$ cat src/rtl/fsp_pkg.sv
package fsp_pkg;
  typedef enum logic [1:0] {
    ST_IDLE = 2'd0,
    ST_REQ  = 2'd1,
    ST_WAIT = 2'd2,
    ST_GAP  = 2'd3
  } poll_state_e;
endpackage

$ cat src/rtl/fsp_width_mask.sv
module fsp_width_mask #(
  parameter int MAX_BYTES = 4,
  parameter int BYTES_W   = 2,
  localparam int DATA_W   = 8 * MAX_BYTES
) (
  input  logic [BYTES_W-1:0] bytes_i,
  output logic [DATA_W-1:0]  mask_o
);
  for (genvar k = 0; k < MAX_BYTES; k++) begin : g_byte
    assign mask_o[8*k +: 8] = ({1'b0, bytes_i} >= (BYTES_W+1)'(k)) ? 8'hff : 8'h00;
  end
endmodule

$ cat src/rtl/fsp_compare.sv
module fsp_compare #(
  parameter int DATA_W = 32
) (
  input  logic [DATA_W-1:0] data_i,
  input  logic [DATA_W-1:0] mask_i,
  input  logic [DATA_W-1:0] match_i,
  input  logic [DATA_W-1:0] width_i,
  output logic [DATA_W-1:0] data_o,
  output logic              hit_o
);
  assign data_o = data_i & width_i;
  assign hit_o  = ~|((data_i ^ match_i) & mask_i & width_i);
endmodule

$ cat src/rtl/fsp_gap_timer.sv
module fsp_gap_timer #(
  parameter int INTERVAL_W = 16
) (
  input  logic                  clk_i,
  input  logic                  rst_ni,
  input  logic                  load_i,
  input  logic [INTERVAL_W-1:0] value_i,
  output logic                  expire_o
);
  logic [INTERVAL_W-1:0] cnt_q;

  always_ff @(posedge clk_i or negedge rst_ni) begin
    if (!rst_ni)           cnt_q <= '0;
    else if (load_i)       cnt_q <= value_i;
    else if (cnt_q != '0)  cnt_q <= cnt_q - 1'b1;
  end

  assign expire_o = (cnt_q == INTERVAL_W'(1));

  p_count_down_r9: assert property (@(posedge clk_i) disable iff (!rst_ni)
    (!load_i && cnt_q != '0) |=> (cnt_q == $past(cnt_q) - 1'b1));
endmodule

$ cat src/rtl/fsp_ctrl.sv
module fsp_ctrl
  import fsp_pkg::*;
(
  input  logic clk_i,
  input  logic rst_ni,
  input  logic start_i,
  input  logic abort_i,
  input  logic auto_stop_i,
  input  logic interval_zero_i,
  input  logic req_ready_i,
  input  logic rsp_valid_i,
  input  logic hit_i,
  input  logic expire_i,
  output logic busy_o,
  output logic req_valid_o,
  output logic rsp_fire_o
);
  poll_state_e state_q, state_d;
  logic        pend_q;
  logic        stop_req;

  assign stop_req   = abort_i | pend_q;
  assign rsp_fire_o = (state_q == ST_WAIT) && rsp_valid_i;

  always_comb begin
    state_d = state_q;
    unique case (state_q)
      ST_IDLE: if (start_i) state_d = ST_REQ;
      ST_REQ:  if (req_ready_i) state_d = ST_WAIT;
      ST_WAIT: if (rsp_valid_i) begin
        if (stop_req || (auto_stop_i && hit_i)) state_d = ST_IDLE;
        else if (interval_zero_i)               state_d = ST_REQ;
        else                                    state_d = ST_GAP;
      end
      ST_GAP: begin
        if (stop_req)      state_d = ST_IDLE;
        else if (expire_i) state_d = ST_REQ;
      end
      default: state_d = ST_IDLE;
    endcase
  end

  always_ff @(posedge clk_i or negedge rst_ni) begin
    if (!rst_ni) begin
      state_q <= ST_IDLE;
      pend_q  <= 1'b0;
    end else begin
      state_q <= state_d;
      if (state_d == ST_IDLE)                   pend_q <= 1'b0;
      else if (state_q != ST_IDLE && abort_i)   pend_q <= 1'b1;
    end
  end

  assign busy_o      = (state_q != ST_IDLE);
  assign req_valid_o = (state_q == ST_REQ);

  p_start_r2: assert property (@(posedge clk_i) disable iff (!rst_ni)
    (!busy_o && start_i) |=> (busy_o && req_valid_o));
  p_req_hold_r3: assert property (@(posedge clk_i) disable iff (!rst_ni)
    (req_valid_o && !req_ready_i) |=> req_valid_o);
  p_auto_stop_r8: assert property (@(posedge clk_i) disable iff (!rst_ni)
    (rsp_fire_o && hit_i && auto_stop_i) |=> !busy_o);
  p_gap_abort_r10: assert property (@(posedge clk_i) disable iff (!rst_ni)
    (state_q == ST_GAP && abort_i) |=> !busy_o);
endmodule

$ cat src/rtl/flash_status_poller.sv
module flash_status_poller #(
  parameter int MAX_BYTES  = 4,
  parameter int INTERVAL_W = 16,
  localparam int DATA_W    = 8 * MAX_BYTES,
  localparam int BYTES_W   = (MAX_BYTES > 1) ? $clog2(MAX_BYTES) : 1
) (
  input  logic                  clk_i,
  input  logic                  rst_ni,
  input  logic [DATA_W-1:0]     cfg_mask_i,
  input  logic [DATA_W-1:0]     cfg_match_i,
  input  logic [BYTES_W-1:0]    cfg_bytes_i,
  input  logic [INTERVAL_W-1:0] cfg_interval_i,
  input  logic                  cfg_auto_stop_i,
  input  logic                  cfg_irq_en_i,
  input  logic                  start_i,
  input  logic                  abort_i,
  input  logic                  match_clr_i,
  output logic                  req_valid_o,
  input  logic                  req_ready_i,
  input  logic                  rsp_valid_i,
  input  logic [DATA_W-1:0]     rsp_data_i,
  output logic                  busy_o,
  output logic                  match_flag_o,
  output logic                  irq_o,
  output logic [DATA_W-1:0]     last_status_o
);
  logic [DATA_W-1:0] width_mask;
  logic [DATA_W-1:0] trimmed;
  logic              hit;
  logic              rsp_fire;
  logic              expire;
  logic              flag_q;
  logic [DATA_W-1:0] last_q;

  fsp_width_mask #(.MAX_BYTES(MAX_BYTES), .BYTES_W(BYTES_W)) i_width (
    .bytes_i (cfg_bytes_i),
    .mask_o  (width_mask)
  );

  fsp_compare #(.DATA_W(DATA_W)) i_cmp (
    .data_i  (rsp_data_i),
    .mask_i  (cfg_mask_i),
    .match_i (cfg_match_i),
    .width_i (width_mask),
    .data_o  (trimmed),
    .hit_o   (hit)
  );

  fsp_gap_timer #(.INTERVAL_W(INTERVAL_W)) i_timer (
    .clk_i    (clk_i),
    .rst_ni   (rst_ni),
    .load_i   (rsp_fire),
    .value_i  (cfg_interval_i),
    .expire_o (expire)
  );

  fsp_ctrl i_ctrl (
    .clk_i           (clk_i),
    .rst_ni          (rst_ni),
    .start_i         (start_i),
    .abort_i         (abort_i),
    .auto_stop_i     (cfg_auto_stop_i),
    .interval_zero_i (cfg_interval_i == '0),
    .req_ready_i     (req_ready_i),
    .rsp_valid_i     (rsp_valid_i),
    .hit_i           (hit),
    .expire_i        (expire),
    .busy_o          (busy_o),
    .req_valid_o     (req_valid_o),
    .rsp_fire_o      (rsp_fire)
  );

  always_ff @(posedge clk_i or negedge rst_ni) begin
    if (!rst_ni) begin
      flag_q <= 1'b0;
      last_q <= '0;
    end else begin
      // set wins over clear
      flag_q <= (rsp_fire && hit) | (flag_q & ~match_clr_i);
      if (rsp_fire) last_q <= trimmed;
    end
  end

  assign match_flag_o  = flag_q;
  assign irq_o         = flag_q & cfg_irq_en_i;
  assign last_status_o = last_q;

  p_flag_sticky_r6: assert property (@(posedge clk_i) disable iff (!rst_ni)
    (match_flag_o && !match_clr_i) |=> match_flag_o);
  p_last_hold_r4: assert property (@(posedge clk_i) disable iff (!rst_ni)
    !rsp_fire |=> $stable(last_status_o));
  p_match_set_r5: assert property (@(posedge clk_i) disable iff (!rst_ni)
    (rsp_fire && hit) |=> match_flag_o);
endmodule

$ cat config.mk
export PLATFORM = sky130hd
export DESIGN_NAME = flash_status_poller
export DESIGN_NICKNAME = d
export VERILOG_FILES = /design/src/rtl/fsp_pkg.sv /design/src/rtl/fsp_width_mask.sv /design/src/rtl/fsp_compare.sv /design/src/rtl/fsp_gap_timer.sv /design/src/rtl/fsp_ctrl.sv /design/src/rtl/flash_status_poller.sv
export SDC_FILE = /design/constraint.sdc
export NUM_CORES = 1
export LEC_CHECK = 0
export ABC_AREA = 1
export CORE_UTILIZATION = 39
export DETAILED_ROUTE_END_ITERATION = 8
export GPL_ROUTABILITY_DRIVEN = 0
export GPL_TIMING_DRIVEN = 0
export PLACE_DENSITY_LB_ADDON = 0.2
export SETUP_SLACK_MARGIN = 0.3
export SYNTH_ARGS = -nofsm -noshare
export SYNTH_HDL_FRONTEND = slang
export SYNTH_HIERARCHICAL = 1
export SYNTH_SLANG_ARGS = --single-unit
$ cat constraint.sdc
create_clock -name clk_i -period 2.18 [get_ports clk_i]
set_input_delay 0.218 -clock clk_i [delete_from_list [all_inputs] [get_ports clk_i]]
set_output_delay 0.218 -clock clk_i [all_outputs]
set_load 0.005 [all_outputs]
==> results_dict.tcl <==
set metrics [dict create \
    drtIter0Drc 113 \
    synth_top_area_cell "dfrtp_1" \
    start_util_pct 40.72 \
    synth_common_cells "nand2_1, inv_1, dfrtp_1, nor2_1, buf_4" \
    layout.area.seq_mm2 0.001301 \
    synthesis.area_mm2 0.004260 \
    worstSetupPathType "in -> reg" \
    max_freq_mhz 587.7 \
    grt_overflow 0 \
    yosys_warnings 6 \
    final_area_mm2 0.006231 \
    wire_per_inst_um 12.02 \
    finalSetupTns_ns 0 \
    die_y_um 106.5 \
    dp_cells 924 \
    cts_made_buffers 5 \
    nFillCells 968 \
    holdWs_ns 0.2747 \
    first_pass_iters 4 \
    p_total_mw 4.994 \
    hold_viol 0 \
    grt_pass1_wl_mm 18.65 \
    num_rows 37 \
    placed_area_mm2 0.006053 \
    power_density_mw_per_mm2 801.5 \
    outcome "complete, no violations" \
    period_minus_slack_ns 1.702 \
    rsz0062_at_grt "no" \
    setup_viol 0 \
    drive_above_1_share_pct 14.12 \
    avgSynthCellArea_um2 6.849 \
    syn_inst 622 \
    arrival_ns 1.91 \
    place_hpwl_mm 9.157 \
    grt_max_degree 39 \
    n_antenna_cell 0 \
    clock_sinks 52 \
    critPathMaxFanout 3 \
    clock_latency_ns 0.31 \
    clockBufferDepth 2 \
    final_cell_count_no_fill 936 \
    area_growth_syn_to_layout_pct 46.26 \
    yosysUniqueCellTypes 35 \
    die_w_um 106.5 \
    fin_crit_sh_pct 78.05 \
    fin_nets 924 \
    cts_tree "done" \
    grt_pass1_vias 4238 \
    track_usage_pct 20.58 \
    hp-class "in -> reg" \
    multi_input_area_mm2 0.002135 \
    post-place-ws_ns -0.4157 \
    clockRootBuffer "clkbuf_8" \
    synth-edff-count 0 \
    fin_skew_ns 0.003379 \
    synth_flop_cell "dfrtp_1" \
    critPathCaptureType "register" \
    synth_area_leaders "dfrtp_1, nand2_1, inv_1" \
    leakage_nw 3.477 \
    port_buffers 158 \
    clkSlewWorstSetupHoldPaths_ns 0.11 \
    final_util_pct 59.56 \
    io_pins 159 \
    startpoint_type "input port" \
    ant_nets 0 \
    ir_drop_mv 0.3907 \
    routed_wl_mm 11.25 \
    drc 0 \
    yosys.area.top_type_share_pct 30.54 \
    viasPerCell 4.389 \
    antenna_found_initial 0 \
    htree_levels 2 \
    final.setup.worst_slack_ns 0.4784 \
    yosysMostFrequentCell "nand2_1" \
    ys_ff_latch 52 \
    maxSlewViolCount 0 \
    postSynth.asyncResetShare_pct 100.0 \
    die_area_mm2 0.01135 \
    vias 4108 \
    core_area_mm2 0.01046 \
    maxCapViolCount 0 \
    required_ns 2.39 \
    synth_seq_area_share_pct 30.54 \
]
==> what timing repair did <==
action	CTS	global route
buffers inserted	1	1
resized for setup	14	15
gates cloned	1	0
endpoints found under the setup margin	4	3
endpoints found under the hold margin	14	0
hold buffers	1	0
pin swaps	4	10
==> registers in the layout, summed over array words and instances, names as in the netlist <==
name / count
i_ctrl/pend_q: 1
i_timer/cnt_q: 16
match_flag_o: 1
last_status_o: 32
i_ctrl/state_q: 2
==> cells in the final DEF, fill, tap and decap left out, types with 4 or more instances in the layout <==
cell	netlist	routed
inv_1	152	149
xor2_1	5	5
mux2_4	29	29
nor2_1	33	31
nand3_1	18	17
clkbuf_8	0	5
buf_6	1	7
nand4_1	9	9
clkdlybuf4s50_1	0	154
nand3b_1	19	19
o21ai_0	7	7
dfrtp_1	52	52
nand2_4	3	4
nand2_2	4	7
buf_12	3	4
conb_1	1	8
nand2_1	224	220
nor2_2	4	6
buf_4	30	26
==> kinds of logic after synthesis <==
group	synth area share, %
buffers and inverters	20.70
other	0.08802
and+or+nand+nor	34.10
xor gates and xnor gates	1.233
muxes	11.01
AOI/OAI and AO/OA	1.732
DFF	30.54
adders and majority gates	0.5873
==> worst max-delay path, stage by stage <==
cell and delay, ns:
clkdlybuf4s50_1 0.43, or2_0 0.23, nand3_1 0.07, nand2_1 0.07, inv_1 0.06, nand2_1 0.04, nor2_1 0.09, nand2_1 0.09
nor2_2 0.15, nand2_1 0.09, nand3_1 0.08, nand2_1 0.05, nand2_1 0.06, nand2_1 0.06, nand2_2 0.07, a21oi_2 0.05
==> final cells by class <==
type	count	area share, %
clock inverters	3	0.3614
repair buffers	162	25.96
plain buffers	36	5.261
repair inverters	1	0.1205
clock buffers	5	1.104
inverters	153	9.317
well taps	136	2.731
multi-input cells	388	34.26
flip-flops and latches	52	20.88
==> path summary, 6_finish.rpt <==
path                                               start                       endpoint  depth (start not counted)  slack (ns)
setup / recovery                           rsp_data_i[6]      i_ctrl/pend_q$_DFFE_PN0P_                         16        0.48
hold reg to reg            last_status_o[17]$_DFFE_PN0P_  last_status_o[17]$_DFFE_PN0P_                          1        0.52
max in group asynchronous                         rst_ni  last_status_o[30]$_DFFE_PN0P_                          3        1.27
setup reg to reg            i_timer/cnt_q[1]$_DFFE_PN0P_      i_ctrl/pend_q$_DFFE_PN0P_                         11        0.57
hold / removal                             rsp_data_i[5]   last_status_o[5]$_DFFE_PN0P_                          4        0.27
min in group asynchronous                         rst_ni   last_status_o[2]$_DFFE_PN0P_                          2        0.36
==> power breakdown <==
| group | total [mW] | internal [mW] | switching, mW |
|---|---|---|---|
| Combinational | 2.64 | 1.55 | 1.09 |
| Clock | 0.594 | 0.232 | 0.362 |
| Sequential | 1.76 | 1.41 | 0.345 |
| Total | 4.99 | 3.20 | 1.80 |
==> metal layers <==
metal  GRT usage (%)  wire length, um  up-vias
met4           5.675              210        0
met3           4.047              590       14
met1           23.68             4821     1850
met2           38.40             5626       98
met5               0                0        -
li1                -                -     2146
(Power assumes the default switching activity.)
